## config.mk

```make
export PLATFORM = sky130hd
export DESIGN_NAME = uart_mode_ctrl
export DESIGN_NICKNAME = d
export VERILOG_FILES = /design/src/rtl/uart_mode_pkg.sv /design/src/rtl/side_mode_fsm.sv /design/src/rtl/hold_reg_ctrl.sv /design/src/rtl/loop_mode_fsm.sv /design/src/rtl/uart_mode_ctrl.sv
export SDC_FILE = /design/constraint.sdc
export NUM_CORES = 1
export LEC_CHECK = 0
export BUFFER_PORTS_ARGS = -buffer_cell sky130_fd_sc_hd__buf_2
export CORE_AREA = 4 4 41 43
export CTS_CLUSTER_DIAMETER = 120
export DETAILED_ROUTE_END_ITERATION = 10
export DIE_AREA = 0 0 45 47
export PLACE_DENSITY = 0.7
export SYNTH_ARGS = -nofsm -noshare
export SYNTH_HDL_FRONTEND = slang
export SYNTH_SLANG_ARGS = --single-unit
```

## constraint.sdc

```tcl
create_clock -name clk -period 0.8 [get_ports clk]
set_input_delay 0.04 -clock clk [delete_from_list [all_inputs] [get_ports clk]]
set_output_delay 0.04 -clock clk [all_outputs]
set_load 0.03 [all_outputs]
```

## src/rtl/uart_mode_pkg.sv

```systemverilog
package uart_mode_pkg;

    typedef enum logic {
        SIDE_IDLE   = 1'b0,
        SIDE_ACTIVE = 1'b1
    } side_state_t;

    typedef enum logic {
        HOLD_EMPTY  = 1'b0,
        HOLD_LOADED = 1'b1
    } hold_state_t;

    typedef enum logic {
        MODE_NORMAL = 1'b0,
        MODE_ECHO   = 1'b1
    } loop_state_t;

endpackage

```

## src/rtl/side_mode_fsm.sv

```systemverilog
module side_mode_fsm
    import uart_mode_pkg::*;
(
    input  logic clk,
    input  logic rst,
    input  logic enable,
    output logic active
);
    typedef struct packed {
        side_state_t st;
    } side_regs_t;

    side_regs_t r_d, r_q;

    always_comb begin
        r_d = r_q;
        case (r_q.st)
            SIDE_IDLE:   if (enable)  r_d.st = SIDE_ACTIVE;
            SIDE_ACTIVE: if (!enable) r_d.st = SIDE_IDLE;
            default:     r_d.st = SIDE_IDLE;
        endcase
    end

    always_ff @(posedge clk) begin
        if (rst) r_q <= '{st: SIDE_IDLE};
        else     r_q <= r_d;
    end

    assign active = (r_q.st == SIDE_ACTIVE);

    // the side mode follows its enable bit one edge later
    a_r2_r3_side_follow: assert property (@(posedge clk) disable iff (rst)
        1'b1 |=> (active == $past(enable)));

    a_r1_side_reset: assert property (@(posedge clk)
        rst |=> !active);
endmodule

```

## src/rtl/hold_reg_ctrl.sv

```systemverilog
module hold_reg_ctrl
    import uart_mode_pkg::*;
#(
    parameter int DATA_W = 8
) (
    input  logic              clk,
    input  logic              rst,
    input  logic              wr,
    input  logic [DATA_W-1:0] wdata,
    input  logic              rd,
    output logic              loaded,
    output logic              load_flag,
    output logic [DATA_W-1:0] data
);
    typedef struct packed {
        hold_state_t       st;
        logic              flag;
        logic [DATA_W-1:0] word;
    } hold_regs_t;

    hold_regs_t r_d, r_q;

    always_comb begin
        r_d = r_q;
        // A write always wins: it captures the word and keeps/sets loaded.
        if (wr) begin
            r_d.word = wdata;
            r_d.st   = HOLD_LOADED;
            r_d.flag = 1'b1;
        end else if (rd && r_q.st == HOLD_LOADED) begin
            r_d.st   = HOLD_EMPTY;
            r_d.flag = 1'b0;
        end
    end

    always_ff @(posedge clk) begin
        if (rst) r_q <= '{st: HOLD_EMPTY, flag: 1'b0, word: '0};
        else     r_q <= r_d;
    end

    assign loaded    = (r_q.st == HOLD_LOADED);
    assign load_flag = r_q.flag;
    assign data      = r_q.word;

    a_r4_write_loads: assert property (@(posedge clk) disable iff (rst)
        wr |=> (loaded && load_flag && data == $past(wdata)));

    a_r5_read_empties: assert property (@(posedge clk) disable iff (rst)
        (rd && !wr && loaded) |=> (!loaded && !load_flag));

    a_r6_write_read_collide: assert property (@(posedge clk) disable iff (rst)
        (rd && wr && loaded) |=> (loaded && data == $past(wdata)));

    a_r7_read_when_empty: assert property (@(posedge clk) disable iff (rst)
        (rd && !wr && !loaded) |=> (!loaded && $stable(data)));

    a_r1_hold_reset: assert property (@(posedge clk)
        rst |=> (!loaded && !load_flag && data == '0));
endmodule

```

## src/rtl/loop_mode_fsm.sv

```systemverilog
module loop_mode_fsm
    import uart_mode_pkg::*;
(
    input  logic clk,
    input  logic rst,
    input  logic tx_en,
    input  logic rx_en,
    output logic echo
);
    typedef struct packed {
        loop_state_t st;
    } loop_regs_t;

    loop_regs_t r_d, r_q;
    logic both_en;

    assign both_en = tx_en & rx_en;

    always_comb begin
        r_d = r_q;
        case (r_q.st)
            MODE_NORMAL: if (both_en)  r_d.st = MODE_ECHO;
            MODE_ECHO:   if (!both_en) r_d.st = MODE_NORMAL;
            default:     r_d.st = MODE_NORMAL;
        endcase
    end

    always_ff @(posedge clk) begin
        if (rst) r_q <= '{st: MODE_NORMAL};
        else     r_q <= r_d;
    end

    assign echo = (r_q.st == MODE_ECHO);

    a_r10_echo_enter: assert property (@(posedge clk) disable iff (rst)
        (tx_en && rx_en) |=> echo);

    a_r11_echo_leave: assert property (@(posedge clk) disable iff (rst)
        (!tx_en || !rx_en) |=> !echo);

    a_r1_echo_reset: assert property (@(posedge clk)
        rst |=> !echo);
endmodule

```

## src/rtl/uart_mode_ctrl.sv

```systemverilog
module uart_mode_ctrl
    import uart_mode_pkg::*;
#(
    parameter int DATA_W     = 8,
    parameter int CTRL_W     = 8,
    parameter int TX_EN_BIT  = 2,
    parameter int RX_EN_BIT  = 3
) (
    input  logic              clk,
    input  logic              rst,
    input  logic [CTRL_W-1:0] ctrl_reg,
    input  logic              host_wr,
    input  logic [DATA_W-1:0] host_data,
    input  logic              shifter_rd,
    input  logic              rd_en_evt,
    input  logic              fifo_rd_cmd,
    output logic              tx_active,
    output logic              rx_active,
    output logic              hold_loaded,
    output logic [DATA_W-1:0] hold_data,
    output logic              load_flag,
    output logic              fifo_full,
    output logic              echo_active
);
    localparam int SIDES = 2;

    logic [SIDES-1:0] side_en;
    logic [SIDES-1:0] side_act;

    assign side_en[0] = ctrl_reg[TX_EN_BIT];
    assign side_en[1] = ctrl_reg[RX_EN_BIT];

    for (genvar g = 0; g < SIDES; g++) begin : g_side
        side_mode_fsm u_side (
            .clk    (clk),
            .rst    (rst),
            .enable (side_en[g]),
            .active (side_act[g])
        );
    end

    assign tx_active = side_act[0];
    assign rx_active = side_act[1];

    hold_reg_ctrl #(.DATA_W(DATA_W)) u_hold (
        .clk       (clk),
        .rst       (rst),
        .wr        (host_wr),
        .wdata     (host_data),
        .rd        (shifter_rd),
        .loaded    (hold_loaded),
        .load_flag (load_flag),
        .data      (hold_data)
    );

    loop_mode_fsm u_loop (
        .clk   (clk),
        .rst   (rst),
        .tx_en (side_en[0]),
        .rx_en (side_en[1]),
        .echo  (echo_active)
    );

    typedef struct packed {
        logic full;
    } fifo_regs_t;

    fifo_regs_t f_d, f_q;

    always_comb begin
        f_d = f_q;
        if (rd_en_evt)        f_d.full = 1'b1;
        else if (fifo_rd_cmd) f_d.full = 1'b0;
    end

    always_ff @(posedge clk) begin
        if (rst) f_q <= '{full: 1'b0};
        else     f_q <= f_d;
    end

    assign fifo_full = f_q.full;

    a_r8_full_clear: assert property (@(posedge clk) disable iff (rst)
        (fifo_rd_cmd && !rd_en_evt) |=> !fifo_full);

    a_r9_set_wins: assert property (@(posedge clk) disable iff (rst)
        rd_en_evt |=> fifo_full);

    a_r8_full_hold: assert property (@(posedge clk) disable iff (rst)
        (!fifo_rd_cmd && !rd_en_evt) |=> $stable(fifo_full));

    a_r1_full_reset: assert property (@(posedge clk)
        rst |=> !fifo_full);
endmodule

```

==> flow_summary.ini <==
[synthesis]
synth_edf_count = 0
seq_area_frac_synth = 0.588
syn_inst = 41
yosysUniqueCellTypes = 11
synth_compound_area_frac = 0.0226
synth_flop_cell = dfxtp_1
synth_top_family_by_area = multiplexers
synth_adder_area_share = 0
yosysTopAreaCell = dfxtp_1
synth_top_cell_area_share = 0.588
ys_warn_count = 0
syn_area_per_cell_um2 = 10.8
synthesis.nets = 63
muxShareOfSynthArea = 0.181
synthSimpleGateAreaFrac = 0.138
synthTopCellsByArea = dfxtp_1, mux2i_1, nor2_1
async_flop_share = 0
yosysMostFrequentCell = dfxtp_1
synthXorXnorAreaFrac = 0
syn_area_um2 = 443
ys_ff_latch = 13
synth_common_cells = dfxtp_1, mux2i_1, nor2_1

[clocking]
cts_made_buffers = 3
clk_pin_slew_ns = 0.07
cts_tree = done
h-tree-depth = 1
clkLatencyLatePin_ns = 0.26
clock-sinks = 13
postCtsSetupBuffers = 0
root_buffer = clkbuf_4
clock_path_buffers = 2

[placed_design]
placed_cell_area_um2 = 591
dp_hpwl_um = 697
gp_congestion = 0.644
io_buffers = 29
place_inst = 83

[sta]
finalHoldViolations = 0
fin_skew_ns = 0
worst_pin_slew_ns = 0.244
fin_crit_ns = 0.790
finalSetupViolations = 0
worst_hold_slack_ns = 0.00540
rsz0062_at_grt = yes
relSlewSlack = 0.838
period_share = 0.987
fmax_mhz = 1270
tns_ns = 0
drv_slew = 0

[critical_path]
crit_family = flip-flops
crit_slowest_cell = dfxtp_2
crit_required_ns = 0.76
start_kind = register
cp_max_fo = 3
endpoint_kind = primary output
critPathBufInv = 1
critPathMaxStageDelay_ns = 0.36
path_cells = buf_6
crit_type = reg -> out
cp.arrival_ns = 0.75

[route]
vias = 381
viasPerCell = 4.28
finalWirelength_um = 910
ant_nets = 0
drtIter0Drc = 0
wl_per_cell_um = 10.2
first_pass_iters = 1
drc = 0

[global_routing]
grt_max_degree = 10
grt_overflow = 0
grt_pass1_vias = 364
track_usage = 0.0994
antenna_found_initial = 0
grt_pass1_wl_um = 1490

[hold_path]
hold_class = in -> reg

[power_and_ir_drop]
powerDensity_nw_per_um2 = 1860
irDropWorstVdd_v = 0.00135
cellLeakagePower_nw = 0.370

[floorplanning]
die-area_um2 = 2120
start_util = 0.340
die_h_um = 47
core_um2 = 1300
num_rows = 13
ioPinCount = 36
die_w_um = 45

[outcome]
status = finished, final reports clean

[finish]
antenna_cells = 0
instances_no_fill = 89
areaGrowthSynthToFinish_pct = 66.9
fin_nets = 97
final_cell_area_um2 = 739
fillers = 129
drive_above_1_share = 0.608

[job]
drv_cap = 0
layout make-up:
type                            instances  area [µm²]  share of cell area
Tap cell                               15        18.8              0.0254
Multi-Input combinational cell         23         151               0.205
Sequential cell                        13         275               0.372
Inverter                                2        7.51              0.0102
Timing Repair Buffer                   32         260               0.352
Clock buffer                            4        26.3              0.0355
metal layers:
layer  global-route usage  up-vias  wire length, µm
met5                    0        -                0
met4               0.0702        0                6
met3               0.0383        2              139
met2                0.136       22              395
met1                0.127      161              368
li1                     -      196                -
cells by family (layout without fill, tap and decap cells):
kind of cell / Yosys count / count (layout)
multiplexers: 8 / 8
buffers and inverters: 5 / 38
AO/OA/AOI/OAI: 2 / 2
AND/OR/NAND/NOR: 13 / 13
flip-flops: 13 / 13
metrics by stage:
| step | util | total power, mW | setup slack [ns] |
|---|---|---|---|
| 2_1_floorplan | - | 0.868 | 0.0258 |
| 3_3_place_gp | 0.454 | 0.941 | 0.123 |
| 3_5_place_dp | 0.454 | 0.946 | 0.112 |
| 4_1_cts | 0.553 | 1.39 | 0.000954 |
| 5_1_grt | 0.568 | 1.46 | -0.0362 |
| 6_report | 0.568 | 1.38 | 0.0102 |
state kept, by name, indices dropped and copies added (netlist names):
register,count
fifo_full,1
u_hold.data,8
g_side.u_side.active,2
u_hold.loaded,1
u_loop.echo,1
final timing paths:
| check | slack [ns] | start | endpoint | cells past startpoint |
|---|---|---|---|---|
| max | 0.01 | u_hold.loaded$_SDFFE_PP0P_ | load_flag | 1 |
| min | 0.005 | host_data[5] | u_hold.data[5]$_SDFFE_PP0P_ | 3 |
| max reg2reg | 0.19 | u_hold.loaded$_SDFFE_PP0P_ | u_hold.loaded$_SDFFE_PP0P_ | 2 |
| min reg2reg | 0.48 | fifo_full$_SDFFE_PP0P_ | fifo_full$_SDFFE_PP0P_ | 2 |
power breakdown:
group | leakage, nW | internal, mW | switching (mW) | total (mW)
registers | 0.112 | 0.692 | 0.0240 | 0.716
clock network | 0.0150 | 0.193 | 0.188 | 0.380
logic | 0.244 | 0.141 | 0.142 | 0.282
total | 0.370 | 1.02 | 0.353 | 1.38
cells in the final DEF (no fill, tap or decap), types with 2 or more instances in the layout:
master,instances
dlygate4sd3_1,2
nor2_1,8
nor2b_1,2
a21oi_1,2
buf_6,14
buf_2,15
inv_1,2
dfxtp_2,12
mux2i_1,8
nand2b_1,2
clkbuf_4,3
repair_timing:
action                                  in CTS  in global routing
endpoints found under the setup margin      14                 11
resized for setup                           30                 10
hold buffers                                 2                  0
endpoints found under the hold margin        2                  0
No activity file was read; power rests on OpenSTA's default activity.
